==> src/rtl/pmrom_pkg.sv <==
package pmrom_pkg;

    typedef enum logic [1:0] {
        ST_OFF   = 2'd0,
        ST_WAIT  = 2'd1,
        ST_OPEN  = 2'd2,
        ST_FLOAT = 2'd3
    } rd_state_e;

    function automatic int unsigned cyc_ceil(input int unsigned ns, input int unsigned per);
        return (ns + per - 1) / per;
    endfunction

    function automatic int unsigned max_u(input int unsigned a, input int unsigned b);
        return (a > b) ? a : b;
    endfunction

endpackage

==> src/rtl/pmrom_wait_timer.sv <==
module pmrom_wait_timer #(
    parameter int unsigned CNT_W = 4
) (
    input  logic             clk_i,
    input  logic             rst_ni,
    input  logic             load_i,
    input  logic [CNT_W-1:0] load_val_i,
    output logic             expired_o
);

    logic [CNT_W-1:0] cnt_d, cnt_q;

    always_comb begin
        cnt_d = cnt_q;
        if (load_i) begin
            cnt_d = load_val_i;
        end else if (cnt_q != '0) begin
            cnt_d = cnt_q - 1'b1;
        end
    end

    always_ff @(posedge clk_i or negedge rst_ni) begin
        if (!rst_ni) cnt_q <= '0;
        else         cnt_q <= cnt_d;
    end

    assign expired_o = (cnt_q == '0);

endmodule

==> src/rtl/pmrom_idle_timer.sv <==
module pmrom_idle_timer #(
    parameter int unsigned LIMIT = 16
) (
    input  logic clk_i,
    input  logic rst_ni,
    input  logic run_i,
    input  logic clr_i,
    output logic expired_o
);

    localparam int unsigned IW = $clog2(LIMIT + 1);
    localparam logic [IW-1:0] LAST = IW'(LIMIT - 1);

    logic [IW-1:0] cnt_d, cnt_q;

    always_comb begin
        cnt_d = cnt_q;
        if (clr_i) begin
            cnt_d = '0;
        end else if (run_i && cnt_q != LAST) begin
            cnt_d = cnt_q + 1'b1;
        end
    end

    always_ff @(posedge clk_i or negedge rst_ni) begin
        if (!rst_ni) cnt_q <= '0;
        else         cnt_q <= cnt_d;
    end

    assign expired_o = run_i && (cnt_q == LAST);

endmodule

==> src/rtl/pmrom_page_tracker.sv <==
module pmrom_page_tracker #(
    parameter int unsigned PAGE_W = 21
) (
    input  logic              clk_i,
    input  logic              rst_ni,
    input  logic              load_i,
    input  logic              clr_i,
    input  logic [PAGE_W-1:0] page_i,
    input  logic [PAGE_W-1:0] cmp_i,
    output logic              hit_o
);

    typedef struct packed {
        logic              vld;
        logic [PAGE_W-1:0] page;
    } trk_t;

    trk_t trk_d, trk_q;

    always_comb begin
        trk_d = trk_q;
        if (clr_i) begin
            trk_d.vld = 1'b0;
        end else if (load_i) begin
            trk_d.vld  = 1'b1;
            trk_d.page = page_i;
        end
    end

    always_ff @(posedge clk_i or negedge rst_ni) begin
        if (!rst_ni) trk_q <= '0;
        else         trk_q <= trk_d;
    end

    assign hit_o = trk_q.vld && (trk_q.page == cmp_i);

endmodule

==> src/rtl/pmrom_reader.sv <==
module pmrom_reader
    import pmrom_pkg::*;
#(
    parameter int unsigned ADDR_W        = 24,
    parameter int unsigned DATA_W        = 32,
    parameter int unsigned WORD_SEL_W    = 3,
    parameter int unsigned CLK_PERIOD_NS = 8,
    parameter int unsigned T_RAND_NS     = 90,
    parameter int unsigned T_PAGE_NS     = 30,
    parameter int unsigned T_OE_NS       = 30,
    parameter int unsigned T_FLOAT_NS    = 20,
    parameter int unsigned IDLE_CYCLES   = 16
) (
    input  logic              clk_i,
    input  logic              rst_ni,
    input  logic              req_valid_i,
    output logic              req_ready_o,
    input  logic [ADDR_W-1:0] req_addr_i,
    output logic              rsp_valid_o,
    output logic [DATA_W-1:0] rsp_data_o,
    output logic              rom_ce_n_o,
    output logic              rom_oe_n_o,
    output logic [ADDR_W-1:0] rom_addr_o,
    input  logic [DATA_W-1:0] rom_data_i,
    output logic              rom_bus_idle_o
);

    localparam int unsigned PAGE_W    = ADDR_W - WORD_SEL_W;
    localparam int unsigned RAND_CYC  = max_u(cyc_ceil(T_RAND_NS, CLK_PERIOD_NS), 1);
    localparam int unsigned PAGE_CYC  = max_u(cyc_ceil(T_PAGE_NS, CLK_PERIOD_NS), 1);
    localparam int unsigned OE_CYC    = max_u(cyc_ceil(T_OE_NS, CLK_PERIOD_NS), 1);
    localparam int unsigned FLOAT_CYC = max_u(cyc_ceil(T_FLOAT_NS, CLK_PERIOD_NS), 1);
    localparam int unsigned FIRST_CYC = max_u(RAND_CYC, OE_CYC);
    localparam int unsigned CNT_W     = $clog2(max_u(max_u(FIRST_CYC, PAGE_CYC), FLOAT_CYC) + 1);
    localparam logic [CNT_W-1:0] LD_FIRST = CNT_W'(FIRST_CYC - 1);
    localparam logic [CNT_W-1:0] LD_RAND  = CNT_W'(FIRST_CYC - 1);
    localparam logic [CNT_W-1:0] LD_PAGE  = CNT_W'(PAGE_CYC - 1);
    localparam logic [CNT_W-1:0] LD_FLOAT = CNT_W'(FLOAT_CYC - 1);

    typedef struct packed {
        rd_state_e         st;
        logic              ce_n;
        logic              oe_n;
        logic [ADDR_W-1:0] addr;
        logic              rsp_vld;
        logic [DATA_W-1:0] rsp_data;
    } ctrl_t;

    ctrl_t ctrl_d, ctrl_q;

    logic             accept;
    logic             wait_load;
    logic [CNT_W-1:0] wait_val;
    logic             wait_exp;
    logic             idle_run;
    logic             idle_clr;
    logic             idle_exp;
    logic             page_load;
    logic             page_clr;
    logic             page_hit;

    assign req_ready_o = (ctrl_q.st == ST_OFF) || (ctrl_q.st == ST_OPEN);
    assign accept      = req_valid_i && req_ready_o;
    assign idle_run    = (ctrl_q.st == ST_OPEN) && !accept;
    assign idle_clr    = (ctrl_q.st != ST_OPEN) || accept;

    pmrom_wait_timer #(.CNT_W(CNT_W)) u_wait (
        .clk_i      (clk_i),
        .rst_ni     (rst_ni),
        .load_i     (wait_load),
        .load_val_i (wait_val),
        .expired_o  (wait_exp)
    );

    pmrom_idle_timer #(.LIMIT(IDLE_CYCLES)) u_idle (
        .clk_i     (clk_i),
        .rst_ni    (rst_ni),
        .run_i     (idle_run),
        .clr_i     (idle_clr),
        .expired_o (idle_exp)
    );

    pmrom_page_tracker #(.PAGE_W(PAGE_W)) u_page (
        .clk_i  (clk_i),
        .rst_ni (rst_ni),
        .load_i (page_load),
        .clr_i  (page_clr),
        .page_i (req_addr_i[ADDR_W-1:WORD_SEL_W]),
        .cmp_i  (req_addr_i[ADDR_W-1:WORD_SEL_W]),
        .hit_o  (page_hit)
    );

    always_comb begin
        ctrl_d         = ctrl_q;
        ctrl_d.rsp_vld = 1'b0;
        wait_load      = 1'b0;
        wait_val       = '0;
        page_load      = 1'b0;
        page_clr       = 1'b0;
        unique case (ctrl_q.st)
            ST_OFF: begin
                if (accept) begin
                    ctrl_d.ce_n = 1'b0;
                    ctrl_d.oe_n = 1'b0;
                    ctrl_d.addr = req_addr_i;
                    ctrl_d.st   = ST_WAIT;
                    wait_load   = 1'b1;
                    wait_val    = LD_FIRST;
                    page_load   = 1'b1;
                end
            end
            ST_OPEN: begin
                if (accept) begin
                    ctrl_d.addr = req_addr_i;
                    ctrl_d.st   = ST_WAIT;
                    wait_load   = 1'b1;
                    wait_val    = page_hit ? LD_PAGE : LD_RAND;
                    page_load   = 1'b1;
                end else if (idle_exp) begin
                    ctrl_d.ce_n = 1'b1;
                    ctrl_d.oe_n = 1'b1;
                    ctrl_d.st   = ST_FLOAT;
                    wait_load   = 1'b1;
                    wait_val    = LD_FLOAT;
                    page_clr    = 1'b1;
                end
            end
            ST_WAIT: begin
                if (wait_exp) begin
                    ctrl_d.rsp_vld  = 1'b1;
                    ctrl_d.rsp_data = rom_data_i;
                    ctrl_d.st       = ST_OPEN;
                end
            end
            ST_FLOAT: begin
                if (wait_exp) begin
                    ctrl_d.st = ST_OFF;
                end
            end
            default: ctrl_d.st = ST_OFF;
        endcase
    end

    always_ff @(posedge clk_i or negedge rst_ni) begin
        if (!rst_ni) begin
            ctrl_q      <= '0;
            ctrl_q.st   <= ST_OFF;
            ctrl_q.ce_n <= 1'b1;
            ctrl_q.oe_n <= 1'b1;
        end else begin
            ctrl_q <= ctrl_d;
        end
    end

    assign rsp_valid_o    = ctrl_q.rsp_vld;
    assign rsp_data_o     = ctrl_q.rsp_data;
    assign rom_ce_n_o     = ctrl_q.ce_n;
    assign rom_oe_n_o     = ctrl_q.oe_n;
    assign rom_addr_o     = ctrl_q.addr;
    assign rom_bus_idle_o = (ctrl_q.st == ST_OFF);


    addr_hold_chk: assert property (@(posedge clk_i) disable iff (!rst_ni)
        (ctrl_q.st == ST_WAIT && !wait_exp) |=> $stable(rom_addr_o));


    enables_low_chk: assert property (@(posedge clk_i) disable iff (!rst_ni)
        (ctrl_q.st == ST_WAIT) |-> (!rom_ce_n_o && !rom_oe_n_o));


    rsp_pulse_chk: assert property (@(posedge clk_i) disable iff (!rst_ni)
        rsp_valid_o |=> !rsp_valid_o);


    one_outstanding_chk: assert property (@(posedge clk_i) disable iff (!rst_ni)
        (req_valid_i && req_ready_o) |=> !req_ready_o);


    page_drop_chk: assert property (@(posedge clk_i) disable iff (!rst_ni)
        rom_ce_n_o |-> !page_hit);


    bus_free_chk: assert property (@(posedge clk_i) disable iff (!rst_ni)
        rom_bus_idle_o |-> rom_ce_n_o);

endmodule

==> config.mk <==
export PLATFORM = sky130hd
export DESIGN_NAME = pmrom_reader
export DESIGN_NICKNAME = d
export VERILOG_FILES = /design/src/rtl/pmrom_pkg.sv /design/src/rtl/pmrom_wait_timer.sv /design/src/rtl/pmrom_idle_timer.sv /design/src/rtl/pmrom_page_tracker.sv /design/src/rtl/pmrom_reader.sv
export SDC_FILE = /design/constraint.sdc
export NUM_CORES = 1
export LEC_CHECK = 0
export BUFFER_PORTS_ARGS = -buffer_cell sky130_fd_sc_hd__buf_2
export CORE_MARGIN = 2
export CORE_UTILIZATION = 52
export DETAILED_ROUTE_END_ITERATION = 6
export PLACE_DENSITY = 0.79
export SLEW_MARGIN = 20
export SYNTH_ARGS = -nofsm -noshare
export SYNTH_HDL_FRONTEND = slang
export SYNTH_SLANG_ARGS = --single-unit
export TNS_END_PERCENT = 100
==> constraint.sdc <==
create_clock -name clk_i -period 2.2 [get_ports clk_i]
set_clock_uncertainty 0.05 [all_clocks]
set_input_delay 0 -clock clk_i [delete_from_list [all_inputs] [get_ports clk_i]]
set_output_delay 0 -clock clk_i [all_outputs]
set_load 0.01 [all_outputs]
==> run_results.csv <==
group,metric,value,unit
status,outcome,"finished, final reports clean",
sta,report.final.setup_viol,0,
floorplan,design.die.area,0.00895,mm²
critical_path,worst-path-max-fanout,8,
pwr,power_leakage,2.88,nW
yosys,synth.top_cells.by_area,"dfrtp_1, mux2_4, nand2_1, buf_4, xor2_1",
clock_tree,worstSkewPairLatency,0.35,ns
sta,finalWorstPathRequiredPeriod,1.94,ns
yosys,post_synth_num_cell_types,31,
critical_path,timing.critical_path.from_type,"flip-flop",
yosys,yosysWarnings,0,
critical_path,reg2reg_slack,0.26,ns
global_routing,gr-usage-all-layers,0.207,
sta,setup_tns,0,ns
sta,slew_headroom,0.616,
floorplan,placement_rows,33,
clock_tree,tritoncts,"done",
drt,overall_routed_net_length,9.14,mm
critical_path,worst-path-buf-inv,0,
floorplan,floorplan.initialDensity,0.527,
clock_tree,number_of_h_tree_levels,3,
sta,tightestPinTransition,0.576,ns
global_routing,antenna_found_initial,0,
clock_tree,cts-root-to-sink-buffers,2,
final_layout,layout.cells.most_common,"buf_2",
critical_path,cp_slowest_cell,"dfrtp_1",
place,io_buffer_count,119,
yosys,synth_nets,452,
global_routing,grt_overflow_total,0,
floorplan,floorplan.io_pins,120,
sta,rsz_0062_raised_after_global_routing,"false",
place,gp_congestion,0.770,
place,dp_hpwl,5.71,mm
sta,finalHoldWorstSlack,0.140,ns
drt,firstDrtPassIters,4,
final_layout,area_growth_syn_to_layout,25.2,%
yosys,yosysSeqAreaShare,0.534,
critical_path,path_cells,"ha_1 > and3_1 > ha_1 > a21oi_1 > o22ai_1 > a21boi_0 > o21a_1",
final_layout,antenna_cells,0,
sta,clock.fmax,515,MHz
global_routing,grt_max_degree,49,
drt,dr.max_layer_used,"met4",
critical_path,max_stage_delay,0.41,ns
flow_run,drv_cap,0,
floorplan,die_height,94.6,µm
yosys,synth_top_area_frac,0.528,
drt,drt_iter0_drc,66,
pwr,p_per_area,1260,mW/mm²
critical_path,critical_path.top_delay_family,"compound AO/OA/AOI/OAI gates",
pwr,ir_worst_vdd,0.000492,V
floorplan,die-width,94.6,µm
critical_path,cp_common_cell,"ha_1",
clock_tree,cts.repair_timing.setup_buffer_count,0,
clock_tree,cts.sink_count,91,
final_layout,post_route_cells_drive_above_1_share,0.337,
sta,final_hold_viol_count,0,
yosys,netlist_area,0.00427,mm²
final_layout,num-fill-cells,621,
yosys,yosysTopAreaCell,"dfrtp_1",
worst_hold_path,min_path_type,"input port to asynchronous set/reset pin",
drt,vias_per_cell,4.85,
critical_path,worst_ep_arrival_time,2.18,ns
global_routing,grt_pass1_wl,14.3,mm
yosys,yosys_register_bits,91,
drt,route.detailed.drc,0,
critical_path,critical_path_required,2.43,ns
drt,wire_per_inst,14.7,µm
yosys,synthesis.instances,390,
sta,timing.final.crit_share,0.883,
floorplan,core_region_area,0.00809,mm²
final_layout,finalNetCount,574,
clock_tree,root_buffer,"clkbuf_8",
global_routing,grt_pass1_vias,3090,
drt,routedLengthMet1,3.70,mm
drt,route.antenna.remaining_nets,0,
drt,wl_met2,4.94,mm
place,placed_cell_area,0.00457,mm²
clock_tree,total_cts_buffers,9,
final_layout,mostFrequentLayoutCells,"buf_2, nand2_1, dfrtp_1",
critical_path,cp-end-kind,"flip-flop",
drt,wl_met3,264,µm
yosys,syn_avg_cell_area,10.9,µm²
final_layout,final_design_area_no_fill,0.00534,mm²
drt,via_count,3016,
sta,finalMaxSlewViolations,0,
clock_tree,clk_pin_slew,0.08,ns
critical_path,setup.worst_path.class,"flip-flop to flip-flop",
[timing repair]
| item | CTS | global route |
|---|---|---|
| hold buffers | 58 | 0 |
| resized for setup | 0 | 0 |
| hold endpoints to repair | 122 | 0 |
[kinds of logic (layout without fill, tap and decap cells)]
group                      Yosys count  after routing  share of synthesized area
AOI/OAI and AO/OA                   14             14                     0.0197
buffers and inverters               77            204                      0.124
and+or+nand+nor                    145            145                      0.145
xor gates and xnor gates            26             26                     0.0534
DFF                                 91             91                      0.534
adders and majority gates            3              3                    0.00880
muxes                               34             34                      0.115
[worst paths after layout]
check,cells past startpoint,end,start
max in group asynchronous,3,rsp_data_o[16],rst_ni
worst max register to register,7,u_wait.cnt_q[3],u_idle.cnt_q[0]
worst min register to register,2,rom_addr_o[18],rom_addr_o[18]
min in group clk_i,4,rom_addr_o[0],req_addr_i[0]
worst max-delay path,7,u_wait.cnt_q[3],u_idle.cnt_q[0]
worst min-delay path,2,u_idle.cnt_q[4],rst_ni
[where the power goes]
| part | leakage (nW) | internal, mW | total, mW | switching [mW] |
|---|---|---|---|---|
| Clock | 0.0926 | 0.556 | 1.13 | 0.574 |
| Combinational | 1.68 | 1.39 | 2.64 | 1.24 |
| Sequential | 1.11 | 2.44 | 2.94 | 0.501 |
| Total | 2.88 | 4.39 | 6.71 | 2.32 |
[cells in the mapped netlist, drive strengths merged]
cell,n
nand4,2
nor2,10
nand2,116
xor2,22
buf,64
nand2b,1
inv,6
o21ai,6
mux2i,2
xnor2,4
nor4,6
and3,3
a21boi,1
clkbuf,7
nor3b,1
a21oi,3
o21a,1
o31a,1
ha,3
a211o,1
nor2b,2
dfrtp,90
dfstp,1
nand3,1
nand3b,3
mux2,32
o22ai,1
[final cells by class]
cell class / instances / area [µm²] / share of cell area
multi-input cells: 222 / 1460 / 0.273
clock inverters: 4 / 50.0 / 0.00937
flip-flops and latches: 91 / 2280 / 0.427
inverters: 6 / 22.5 / 0.00422
repair buffers: 182 / 1250 / 0.235
clock buffers: 12 / 145 / 0.0272
well taps: 105 / 131 / 0.0246
[worst register-to-register path, stage by stage (launching register included)]
cell and delay (ns):
dfrtp_1 0.41, ha_1 0.22, and3_1 0.15, ha_1 0.28, a21oi_1 0.32, o22ai_1 0.14
a21boi_0 0.19, o21a_1 0.14
[flip-flops by register name (all words and copies together) (netlist names)]
signal        flops
ctrl_q            2
rsp_valid_o       1
u_idle.cnt_q      5
rom_addr_o       24
rom_ce_n_o        1
u_wait.cnt_q      4
rsp_data_o       32
u_page.trk_q     22
[through the flow]
| step | total power [mW] | std cells | setup slack [ns] | utilization |
|---|---|---|---|---|
| 5_1_grt | 7.16 | 622 | 0.0647 | 0.660 |
| 3_3_place_gp | 5.38 | 548 | 0.350 | 0.564 |
| 2_1_floorplan | 5.24 | 390 | 0.376 | - |
| 3_5_place_dp | 5.50 | 548 | 0.275 | 0.564 |
| 6_report | 6.71 | 622 | 0.258 | 0.660 |
| 4_1_cts | 6.72 | 622 | 0.243 | 0.660 |
[routing by layer]
layer  vias up  GRT usage
li1       1424          -
met1      1500      0.247
met2        68      0.371
met3        24     0.0343
met4         0     0.0870
met5         -          0
Power figures use the tool's default switching activity.
